$ cat config.mk
export PLATFORM = sky130hd
export DESIGN_NAME = aperture_remap_xlate
export DESIGN_NICKNAME = d
export VERILOG_FILES = /design/src/rtl/ar_pkg.sv /design/src/rtl/ar_window_check.sv /design/src/rtl/ar_regfile.sv /design/src/rtl/ar_xlate.sv /design/src/rtl/aperture_remap_xlate.sv
export SDC_FILE = /design/constraint.sdc
export NUM_CORES = 1
export LEC_CHECK = 0
export BUFFER_PORTS_ARGS = -buffer_cell sky130_fd_sc_hd__buf_2
export CAP_MARGIN = 25
export CORE_MARGIN = 5
export CORE_UTILIZATION = 45
export CTS_CLUSTER_SIZE = 8
export DETAILED_ROUTE_END_ITERATION = 10
export HOLD_SLACK_MARGIN = 0.03
export PLACE_DENSITY = 0.66
export SETUP_SLACK_MARGIN = 0.1
export SLEW_MARGIN = 10
export SYNTH_ARGS = -nofsm -noshare
export SYNTH_HDL_FRONTEND = slang
export SYNTH_HIERARCHICAL = 1
export SYNTH_SLANG_ARGS = --single-unit
$ cat constraint.sdc
create_clock -name clk -period 3.95 [get_ports clk]
set_input_delay 0.1975 -clock clk [delete_from_list [all_inputs] [get_ports clk]]
set_output_delay 0.1975 -clock clk [all_outputs]
set_load 0.02 [all_outputs]
$ cat src/rtl/ar_pkg.sv
package ar_pkg;
   localparam int PAGE_SHIFT = 12;
   localparam int FRAME_W    = 32 - PAGE_SHIFT;
   localparam int VALID_BIT  = 31;

   typedef enum logic [3:0] {
      OFS_CTRL  = 4'h0,
      OFS_EADDR = 4'h4,
      OFS_EDATA = 4'h8
   } reg_ofs_e;
endpackage

$ cat src/rtl/ar_window_check.sv
module ar_window_check
   import ar_pkg::*;
#(
   parameter logic [31:0] BASE_ADDR  = 32'h4000_0000,
   parameter int          PAGE_COUNT = 16,
   parameter int          IDX_W      = 4
) (
   input  logic [FRAME_W-1:0] page_in,
   output logic               in_win,
   output logic [IDX_W-1:0]   idx
);
   localparam logic [FRAME_W:0] BASE_PG = {1'b0, BASE_ADDR[31:PAGE_SHIFT]};

   logic [FRAME_W:0] rel;
   assign rel = {1'b0, page_in} - BASE_PG;

   generate
      if ((PAGE_COUNT & (PAGE_COUNT - 1)) == 0) begin : g_pow2
         localparam int LOG2 = $clog2(PAGE_COUNT);
         assign in_win = !rel[FRAME_W] && ((rel[FRAME_W-1:0] >> LOG2) == '0);
      end else begin : g_cmp
         assign in_win = !rel[FRAME_W] && (rel[FRAME_W-1:0] < FRAME_W'(PAGE_COUNT));
      end
   endgenerate

   assign idx = rel[IDX_W-1:0];
endmodule

$ cat src/rtl/ar_regfile.sv
module ar_regfile
   import ar_pkg::*;
#(
   parameter logic [31:0] BASE_ADDR  = 32'h4000_0000,
   parameter int          PAGE_COUNT = 16,
   parameter int          IDX_W      = 4
) (
   input  logic               clk,
   input  logic               rst_n,
   input  logic               reg_wr,
   input  logic               reg_rd,
   input  logic [3:0]         reg_ofs,
   input  logic [31:0]        reg_wdata,
   output logic [31:0]        reg_rdata,
   output logic               xl_en,
   input  logic [IDX_W-1:0]   look_idx,
   output logic [FRAME_W-1:0] look_entry
);
   logic [31:0]           eaddr;
   logic [31:0]           tbl [PAGE_COUNT];
   logic                  win_ok;
   logic                  sel_ok;
   logic [IDX_W-1:0]      sel_idx;
   logic [PAGE_COUNT-1:0] entry_we;

   ar_window_check #(
      .BASE_ADDR (BASE_ADDR),
      .PAGE_COUNT(PAGE_COUNT),
      .IDX_W     (IDX_W)
   ) u_sel_win (
      .page_in(eaddr[31:PAGE_SHIFT]),
      .in_win (win_ok),
      .idx    (sel_idx)
   );

   assign sel_ok = win_ok && (eaddr[PAGE_SHIFT-1:0] == '0);

   for (genvar g = 0; g < PAGE_COUNT; g++) begin : g_we
      assign entry_we[g] = reg_wr && (reg_ofs == OFS_EDATA) && sel_ok
                           && (sel_idx == IDX_W'(g));
   end

   always_ff @(posedge clk or negedge rst_n) begin
      if (!rst_n) begin
         xl_en     <= 1'b0;
         eaddr     <= '0;
         reg_rdata <= '0;
         for (int i = 0; i < PAGE_COUNT; i++) tbl[i] <= '0;
      end else begin
         if (reg_wr && (reg_ofs == OFS_CTRL))  xl_en <= reg_wdata[0];
         if (reg_wr && (reg_ofs == OFS_EADDR)) eaddr <= reg_wdata;
         for (int i = 0; i < PAGE_COUNT; i++)
            if (entry_we[i]) tbl[i] <= reg_wdata;
         if (reg_rd) begin
            case (reg_ofs)
               OFS_CTRL:  reg_rdata <= {31'd0, xl_en};
               OFS_EADDR: reg_rdata <= eaddr;
               OFS_EDATA: reg_rdata <= sel_ok ? tbl[sel_idx] : '0;
               default:   reg_rdata <= '0;
            endcase
         end
      end
   end

   assign look_entry = tbl[look_idx][31:PAGE_SHIFT];

   // the enable follows bit 0 of a control write
   assert_cfg_write_R2: assert property (@(posedge clk) disable iff (!rst_n)
      (reg_wr && reg_ofs == OFS_CTRL) |=> (xl_en == $past(reg_wdata[0])));

   // at most one entry is written, and only through a legal selector
   assert_single_write_R5: assert property (@(posedge clk) disable iff (!rst_n)
      $onehot0(entry_we));

   // a rejected selector reads back as zero
   assert_oob_read_zero_R5: assert property (@(posedge clk) disable iff (!rst_n)
      (reg_rd && reg_ofs == OFS_EDATA && !sel_ok) |=> (reg_rdata == 32'd0));

   // unmapped offsets read as zero
   assert_bad_ofs_zero_R10: assert property (@(posedge clk) disable iff (!rst_n)
      (reg_rd && reg_ofs != OFS_CTRL && reg_ofs != OFS_EADDR && reg_ofs != OFS_EDATA)
      |=> (reg_rdata == 32'd0));
endmodule

$ cat src/rtl/ar_xlate.sv
module ar_xlate
   import ar_pkg::*;
#(
   parameter logic [31:0] BASE_ADDR  = 32'h4000_0000,
   parameter int          PAGE_COUNT = 16,
   parameter int          IDX_W      = 4
) (
   input  logic               clk,
   input  logic               rst_n,
   input  logic               xl_req,
   input  logic [31:0]        xl_addr,
   input  logic               xl_en,
   input  logic [FRAME_W-1:0] look_entry,
   output logic [IDX_W-1:0]   look_idx,
   output logic               rsp_valid,
   output logic               rsp_fault,
   output logic [31:0]        rsp_addr
);
   logic in_win;
   logic hit;

   ar_window_check #(
      .BASE_ADDR (BASE_ADDR),
      .PAGE_COUNT(PAGE_COUNT),
      .IDX_W     (IDX_W)
   ) u_xl_win (
      .page_in(xl_addr[31:PAGE_SHIFT]),
      .in_win (in_win),
      .idx    (look_idx)
   );

   assign hit = xl_en && in_win && look_entry[VALID_BIT-PAGE_SHIFT];

   always_ff @(posedge clk or negedge rst_n) begin
      if (!rst_n) begin
         rsp_valid <= 1'b0;
         rsp_fault <= 1'b0;
         rsp_addr  <= '0;
      end else begin
         rsp_valid <= xl_req;
         rsp_fault <= xl_req && !hit;
         rsp_addr  <= (xl_req && hit)
                      ? {1'b0, look_entry[FRAME_W-2:0], xl_addr[PAGE_SHIFT-1:0]}
                      : '0;
      end
   end

   // a successful response keeps the page offset of its request
   assert_offset_pass_R6: assert property (@(posedge clk) disable iff (!rst_n)
      (rsp_valid && !rsp_fault)
      |-> (rsp_addr[PAGE_SHIFT-1:0] == $past(xl_addr[PAGE_SHIFT-1:0])));

   // every request is answered on the next cycle
   assert_one_cycle_R6: assert property (@(posedge clk) disable iff (!rst_n)
      xl_req |=> rsp_valid);

   // disabled translation always faults with a zero address
   assert_disabled_fault_R7: assert property (@(posedge clk) disable iff (!rst_n)
      (xl_req && !xl_en) |=> (rsp_valid && rsp_fault && rsp_addr == 32'd0));

   // out-of-window requests fault
   assert_range_fault_R8: assert property (@(posedge clk) disable iff (!rst_n)
      (xl_req && !in_win) |=> rsp_fault);
endmodule

$ cat src/rtl/aperture_remap_xlate.sv
module aperture_remap_xlate
   import ar_pkg::*;
#(
   parameter logic [31:0] BASE_ADDR  = 32'h4000_0000,
   parameter int          PAGE_COUNT = 16
) (
   input  logic        clk,
   input  logic        rst_n,
   input  logic        reg_wr,
   input  logic        reg_rd,
   input  logic [3:0]  reg_ofs,
   input  logic [31:0] reg_wdata,
   output logic [31:0] reg_rdata,
   input  logic        xl_req,
   input  logic [31:0] xl_addr,
   output logic        xl_rsp_valid,
   output logic        xl_rsp_fault,
   output logic [31:0] xl_rsp_addr
);
   localparam int IDX_W = (PAGE_COUNT > 1) ? $clog2(PAGE_COUNT) : 1;

   generate
      if (BASE_ADDR[PAGE_SHIFT-1:0] != '0) begin : g_bad_base
         $error("BASE_ADDR must be 4 KiB aligned");
      end
      if (PAGE_COUNT < 1 || PAGE_COUNT > 4096) begin : g_bad_count
         $error("PAGE_COUNT must lie in 1..4096");
      end
   endgenerate

   logic               xl_en;
   logic [IDX_W-1:0]   look_idx;
   logic [FRAME_W-1:0] look_entry;

   ar_regfile #(
      .BASE_ADDR (BASE_ADDR),
      .PAGE_COUNT(PAGE_COUNT),
      .IDX_W     (IDX_W)
   ) u_regs (
      .clk       (clk),
      .rst_n     (rst_n),
      .reg_wr    (reg_wr),
      .reg_rd    (reg_rd),
      .reg_ofs   (reg_ofs),
      .reg_wdata (reg_wdata),
      .reg_rdata (reg_rdata),
      .xl_en     (xl_en),
      .look_idx  (look_idx),
      .look_entry(look_entry)
   );

   ar_xlate #(
      .BASE_ADDR (BASE_ADDR),
      .PAGE_COUNT(PAGE_COUNT),
      .IDX_W     (IDX_W)
   ) u_xlate (
      .clk       (clk),
      .rst_n     (rst_n),
      .xl_req    (xl_req),
      .xl_addr   (xl_addr),
      .xl_en     (xl_en),
      .look_entry(look_entry),
      .look_idx  (look_idx),
      .rsp_valid (xl_rsp_valid),
      .rsp_fault (xl_rsp_fault),
      .rsp_addr  (xl_rsp_addr)
   );

   // no response without a request in the cycle before
   assert_no_spurious_rsp_R1: assert property (@(posedge clk) disable iff (!rst_n)
      xl_rsp_valid |-> $past(xl_req));
endmodule

==> results.md, run 1 <==
* Setup bufs post-CTS at 0
* Period Utilization, post-route at just under 90%
* Multi-input gate area at about 0.013 mm2
* Ys async rst share at between 90% and 100%
* First-pass GRT wire length at roughly 120 mm
* Status: complete, no violations
* Register Area at roughly 0.015 mm2
* Htree depth at 3
* Vias at between 15,000 and 20,000
* Sw Pwr at around 3.6 mW
* Startpoint types: flip-flop
* Fin. max-slew vios at 0
* CP arrival at a little under 4000 ps
* Routed WL per cell at approximately 27 um
* CP required at around 4400 ps
* Max-cap violation count at 0
* Final Setup Violations at 0
* Vias in the first global route at roughly 19,000
* Synthesized instance count at approximately 1,900
* Post-synth EDFFs at 0
* Final hold slack at just over 70 ps
* Cell Int Power at 10.9 mW
* Number of cell rows at 94
* FILL cells at approximately 5,400
* Max Buffers Root-to-Sink at 3
* Final net count at ~2,100
* Synthesized area per cell at 15.9 um2
* Sw frac at about a quarter
* Reg clk slew, reported paths at approximately 50 ps
* Leakage at 16.2 nW
* CTS tree: done
* Synth Cell Area at between 0.02 and 0.03 mm2
* Grt total ovfl at 0
* Core Box Area at 0.0654 mm2
* Initial Util at a little under half
* Final Worst Setup Slack at approximately 480 ps
* Crit path launch: u_regs/eaddr[31]
* Drc violations at 0
* Reg-to-Reg Start: u_regs/eaddr[31]
* Slew margin rel. at 37.9%
* Port Buffers at roughly 140
* Synthesized flop and latch total at 610
* Main synth FF type: dfrtp_1
* Initial antenna violation count at 1
* Clock Skew at 27.4 ps
* Die Y at about 270 um
* DP HPWL at about 48 mm
* Gates resized, CTS repair at 0
* Root Driver: clkbuf_16
* Initial DRC Count at between 1,000 and 1,500
* Pin count of the biggest net entering global routing at between 100 and 150
* Gpl congestion at approximately 0.84
* Setup TNS at 0 ps
* Combinational share of power at 9.4%
* Clock power share at a little under half
* Via density per instance at 6.09
* CTS sink cnt at 610
* Tmin final at 3470 ps
* Pre-CTS WS at 595 ps
* DRT Wirelength at 78.3 mm
* Detailed Routing Iterations Pass 1 at 5
* Die Wd at 266 um
* Ys Warns at 6
* # placed instances at ~2,800
* Clk Latency, worst-skew pair at around 630 ps
* Synth cell types at 40
* Power per cell area at 427 mW/mm2
* Area grow syn2layout at 14.8%
* Share of layout cells above drive strength 1 at a little over half
* Final hold viol count at 0
* Total CTS buffers at between 80 and 90
* Post-Syn Nets at 1,934
* Area of the die at between 0.07 and 0.08 mm2
* Slew @ Worst Pin at about 930 ps
* IO Pins at about 140
* Peak VDD IR at around 280 uV
* Antenna viol nets, final at 0
* Crit Path Max Fanout at 22
* # diodes at 0
* RSZ-0062 raised after global routing: false
* Highest clock rate at 288 MHz
* Final cell count without fillers at ~2,900
* Hold Startpoint: reg_wdata[9]
* CP Capture Type: flip-flop
* All-Layer GR Usage at 22.1%
* Post-synthesis sequential area ratio at between 50% and 60%
* Sequential Power Share at between 40 and 50%
* Min-Delay Path Class: in -> reg
* Crit Path Class: reg -> reg
## power groups by stage
stage / Sequential, mW / Combinational [mW] / Clock (mW)
final: 6.56 / 1.36 / 6.57
after global placement: 6.66 / 1.32 / 0
after global routing: 6.57 / 1.45 / 6.98
after detailed placement: 6.66 / 1.34 / 0
after CTS: 6.56 / 1.37 / 6.73
after floorplan: 6.52 / 0.893 / 0
## worst max-delay path, stage by stage, from the launching register on
cell     delay [ps]
dfrtp_1         390
nor4b_1         340
and4_1          360
or4bb_1         570
nor3_1          560
nor3b_4         310
buf_4           430
mux2_1          370
## per-stage QoR
step	cell area, um2	total power, mW	util [%]
after CTS	33900	14.7	51.8
after global routing	33900	15.0	51.8
after floorplan	29500	7.41	-
final	33900	14.5	51.8
after global placement	31300	7.98	47.8
after detailed placement	31300	8.00	47.8
## logic make-up (layout without fill, tap and decap cells)
kind of cell,Yosys count,count (layout),synth area share (%)
and+or+nand+nor,89,89,2.11
muxes,845,845,40.7
other,1,1,0.0127
buffers and inverters,226,390,3.44
DFF,610,610,51.7
AOI/OAI and AO/OA,90,90,2.00
## repair_timing
item / in CTS / in global routing
setup endpoints to repair: 0 / 0
endpoints found under the hold margin: 186 / 0
hold buffers: 31 / 0
## layer usage
layer / GRT usage (%) / up-vias / part of all wire [%]
li1: - / 7384 / -
met4: 5.50 / 2 / 2.4
met5: 0 / - / 0.017
met1: 31.9 / 9540 / 44
met2: 35.0 / 544 / 48
met3: 4.37 / 132 / 6.0
## placed cells by master (no fill, tap or decap), types with 2 or more instances in the layout
| cell type | instances |
|---|---|
| a22oi_1 | 5 |
| a31oi_1 | 27 |
| and2_1 | 26 |
| and2_2 | 6 |
| and4_1 | 2 |
| buf_12 | 13 |
| buf_2 | 134 |
| buf_4 | 56 |
| clkbuf_1 | 6 |
| clkbuf_16 | 90 |
| dfrtp_1 | 607 |
| dfrtp_4 | 3 |
| dlygate4sd3_1 | 31 |
| inv_1 | 54 |
| inv_6 | 2 |
| mux2_1 | 64 |
| mux2_2 | 513 |
| mux2i_1 | 40 |
| mux4_2 | 228 |
| nand2_1 | 3 |
| nand2b_1 | 5 |
| nand3_1 | 2 |
| nand3_2 | 4 |
| nand4_1 | 2 |
| nor2_1 | 5 |
| nor3_1 | 3 |
| nor3_4 | 9 |
| nor4_1 | 8 |
| nor4_4 | 2 |
| nor4b_1 | 2 |
| o21ai_0 | 31 |
| o32ai_1 | 25 |
| or3_1 | 2 |
| or4_1 | 3 |
## cells in the mapped netlist (2+ instances only)
| cell type | count | area share, % |
|---|---|---|
| o32ai_1 | 25 | 0.74 |
| o21ai_0 | 31 | 0.53 |
| a22oi_1 | 5 | 0.13 |
| nand3_1 | 6 | 0.10 |
| clkbuf_1 | 99 | 1.3 |
| mux2_2 | 513 | 20 |
| nand2b_1 | 5 | 0.11 |
| and2_2 | 6 | 0.15 |
| mux4_2 | 228 | 17 |
| or4_1 | 3 | 0.076 |
| mux2_1 | 64 | 2.4 |
| nor4_1 | 8 | 0.17 |
| nand2_1 | 3 | 0.038 |
| a31oi_1 | 27 | 0.57 |
| inv_1 | 54 | 0.69 |
| and2_1 | 26 | 0.55 |
| nand4_1 | 2 | 0.042 |
| nor4b_1 | 2 | 0.059 |
| nor3_2 | 8 | 0.27 |
| and4_1 | 2 | 0.059 |
| nor4_2 | 2 | 0.085 |
| nor2_1 | 5 | 0.064 |
| buf_4 | 33 | 0.84 |
| nor3_1 | 3 | 0.051 |
| buf_1 | 23 | 0.29 |
| buf_2 | 12 | 0.20 |
| buf_6 | 4 | 0.15 |
| or3_1 | 2 | 0.042 |
| dfrtp_1 | 610 | 52 |
| mux2i_1 | 40 | 1.4 |
## final cells by class
cell class              count  area share, %
clock inverters             4          0.114
well taps                 864           3.19
inverters                  55          0.609
repair buffers            235           4.95
clock buffers              96           6.71
multi-input cells        1025           39.4
flip-flops and latches    610           45.1
## worst paths after layout
path	end	slack, ps	depth (start not counted)
setup / recovery	u_regs/tbl[170]	480	7
hold / removal	u_regs/tbl[41]	70	2
setup reg to reg	u_regs/tbl[170]	480	7
hold reg to reg	u_regs/tbl[166]	480	1
max in group asynchronous	u_xlate/rsp_addr[12]	2580	3
min in group asynchronous	u_xlate/rsp_addr[26]	230	2
## registers in the layout, summed over array words and instances, names as in the netlist
signal,cells
u_xlate/rsp_valid,1
u_regs/tbl,512
u_regs/eaddr,32
u_regs/reg_rdata,32
u_xlate/rsp_addr,31
u_regs/xl_en,1
u_xlate/rsp_fault,1
Power figures use the tool's default switching activity.
==> run 2: changes to the inputs <==
--- a/config.mk
+++ b/config.mk
@@ -7,12 +7,14 @@
 export LEC_CHECK = 0
 export BUFFER_PORTS_ARGS = -buffer_cell sky130_fd_sc_hd__buf_2
 export CAP_MARGIN = 25
+export CORE_ASPECT_RATIO = 1.1
 export CORE_MARGIN = 5
 export CORE_UTILIZATION = 45
 export CTS_CLUSTER_SIZE = 8
 export DETAILED_ROUTE_END_ITERATION = 10
 export HOLD_SLACK_MARGIN = 0.03
 export PLACE_DENSITY = 0.66
+export RECOVER_POWER = 100
 export SETUP_SLACK_MARGIN = 0.1
 export SLEW_MARGIN = 10
 export SYNTH_ARGS = -nofsm -noshare
==> results.md, run 2 (synthesis results as in run 1) <==
* Routed WL per cell at 27.5 um (+1.3%)
* Slew margin rel. at -48.0% (-86 points)
* Final hold slack at 63.4 ps (-7.12 ps)
* Max reg flops at 512 (unchanged)
* Cell Int Power at 10.8 mW (-0.32%)
* Peak VDD IR at 325 uV (+18%)
* Grt total ovfl at 0 (unchanged)
* Period Utilization, post-route at 90.6% (+2.7 points)
* Clock Skew at 23.3 ps (-4.05 ps)
* Slew @ Worst Pin at 2220 ps (+1290 ps)
* First-pass GRT wire length at 120 mm (+0.46%)
* Initial DRC Count at 1,300 (-8.8%)
* CP Capture Type: flip-flop
* Multi-input gate area at 0.0133 mm2 (-0.72%)
* Leakage at 15.6 nW (-3.3%)
* Initial antenna violation count at 6 (+5)
* Commonest non-fill, non-tap cell in the layout: dfrtp_1
* Status: finished, violations left
* Tmin final at 3580 ps (+106 ps)
* Vias at 17,500 (-0.50%)
* Power Total at 14.4 mW (-0.48%)
* Crit path launch: u_regs/eaddr[18]
* Biggest regs: u_regs/tbl (512), u_regs/eaddr (32), u_regs/reg_rdata (32)
* Min-Delay Path Class: in -> reg
* # placed instances at 2,738 (-0.69%)
* Gpl congestion at 0.801 (-4.1%)
* Pin count of the biggest net entering global routing at 112 (+0.90%)
* Highest clock rate at 279 MHz (-3.0%)
* Violated checks: capacitance limit, slew limit
* Sw Pwr at 3.57 mW (-0.96%)
* Combinational share of power at 9.1% (-0.3 points)
* Detailed Routing Iterations Pass 1 at 5 (unchanged)
* Register Area at 0.0153 mm2 (about the same)
* Gates resized, CTS repair at 0 (unchanged)
* DRT Wirelength at 78.6 mm (+0.40%)
* Crit Path Class: reg -> reg
* Antenna viol nets, final at 0 (unchanged)
* Number of cell rows at 98 (+4.3%)
* Final net count at 2,075 (-0.53%)
* Die Y at 279 um (+4.7%)
* Die Wd at 254 um (-4.5%)
* CP arrival at 4070 ps (+120 ps)
* All-Layer GR Usage at 22.3% (+0.21 points)
* Setup TNS at 0 ps (unchanged)
* FILL cells at 5,459 (+0.74%)
* Pre-CTS WS at 601 ps (+6.07 ps)
* Final Worst Setup Slack at 372 ps (-106 ps)
* Sw frac at 24.8% (-0.12 points)
* Max-cap violation count at 7 (+7)
* CTS sink cnt at 610 (unchanged)
* Max Buffers Root-to-Sink at 3 (unchanged)
* IO Pins at 139 (unchanged)
* Setup bufs post-CTS at 0 (unchanged)
* Total CTS buffers at 86 (unchanged)
* Hold Startpoint: reg_wdata[28]
* Slowest-stage cell, CP: clkbuf_2
* Share of layout cells above drive strength 1 at 48.2% (-4.5 points)
* Fin area at 0.0334 mm2 (-1.5%)
* Final hold viol count at 0 (unchanged)
* Most frequent cells in the layout: dfrtp_1, mux2_2, mux4_2, clkbuf_16, clkbuf_1
* Final Setup Violations at 0 (unchanged)
* Core Box Area at 0.0650 mm2 (-0.62%)
* Root Driver: clkbuf_16
* Cell Area, Placed at 0.0312 mm2 (about the same)
* Reg clk slew, reported paths at 50 ps (about the same)
* Crit path largest cell delay at 720 ps (+150 ps)
* RSZ-0062 raised after global routing: false
* Worst path cell trace: nor4_1, and4_1, or4bb_1, or3_1, nor3_1, clkbuf_2, mux2_2
* Drc violations at 0 (unchanged)
* CTS tree: done
* Fin. max-slew vios at 395 (+395)
* Crit Path Max Fanout at 23 (+4.5%)
* Htree depth at 3 (unchanged)
* Initial Util at 45.4% (+0.28 points)
* Area of the die at 0.0709 mm2 (about the same)
* CP required at 4440 ps (about the same)
* Clk Latency, worst-skew pair at 620 ps (about the same)
* Final cell count without fillers at 2,863 (-0.90%)
* Largest reg by FF count: u_regs/tbl
* Vias in the first global route at 19,000 (+0.20%)
* Post-Route Utilization at 51.4% (-0.44 points)
* Reg-to-Reg Start: u_regs/eaddr[18]
* Sequential Power Share at 45.5% (+0.2 points)
* Clock power share at 45.3% (about the same)
* Startpoint types: flip-flop
* Via density per instance at 6.12 (+0.40%)
* Area grow syn2layout at 13.1%
* Power per cell area at 431 mW/mm2 (+1.0%)
* Port Buffers at 137 (unchanged)
* DP HPWL at 49.0 mm (+2.1%)
==> run 2: changes by cell type in the layout (fill, tap and decap cells not counted), moves of 8 or more <==
cell / change
clkbuf_1: +73
and2_0: +22
buf_12: -8
buf_4: -38
buf_2: -67
and2_1: -21
clkbuf_2: +28
==> run 2: path summary, 6_finish.rpt <==
path	to	slack (ps)	cells after the start
worst max register to register	u_regs/tbl[200]	370	7
worst min-delay path	u_regs/tbl[60]	60	2
max in group asynchronous	u_regs/tbl[354]	920	3
worst min register to register	u_regs/tbl[163]	480	1
worst max-delay path	u_regs/tbl[200]	370	7
min in group asynchronous	u_regs/tbl[347]	260	2
==> run 2: final cells by class <==
cell class	count	area share, %
Inverter	55	0.618
Antenna cell	2	0.0150
Clock buffer	93	6.78
Tap cell	850	3.18
Timing Repair Buffer	224	3.89
Sequential cell	610	45.7
Multi-Input combinational cell	1025	39.7
Clock inverter	4	0.124
==> run 2: critical path: cells and delay by family, from the launching register on <==
kind | cells | cell delay (ps)
flops | 1 | 390
simple gates | 5 | 1930
mux | 1 | 410
buf+inv | 1 | 720
==> run 2: power groups by stage <==
| stage | Combinational (mW) | Clock (mW) | Sequential (mW) |
|---|---|---|---|
| floorplan | 0.893 | 0 | 6.52 |
| detailed placement | 1.34 | 0 | 6.66 |
| CTS | 1.37 | 6.70 | 6.56 |
| global route | 1.42 | 6.94 | 6.57 |
| global placement | 1.34 | 0 | 6.66 |
| finish | 1.32 | 6.53 | 6.56 |
==> run 2: timing repair <==
| item | CTS | global route |
|---|---|---|
| setup endpoints to repair | 0 | 0 |
| hold buffers | 26 | 0 |
| hold endpoints to repair | 139 | 0 |
==> run 2: metal layers <==
layer	track usage [%]	routed length, um
met5	0	36
met4	7.16	2160
met3	3.92	4270
met2	37.7	39900
met1	29.6	32300
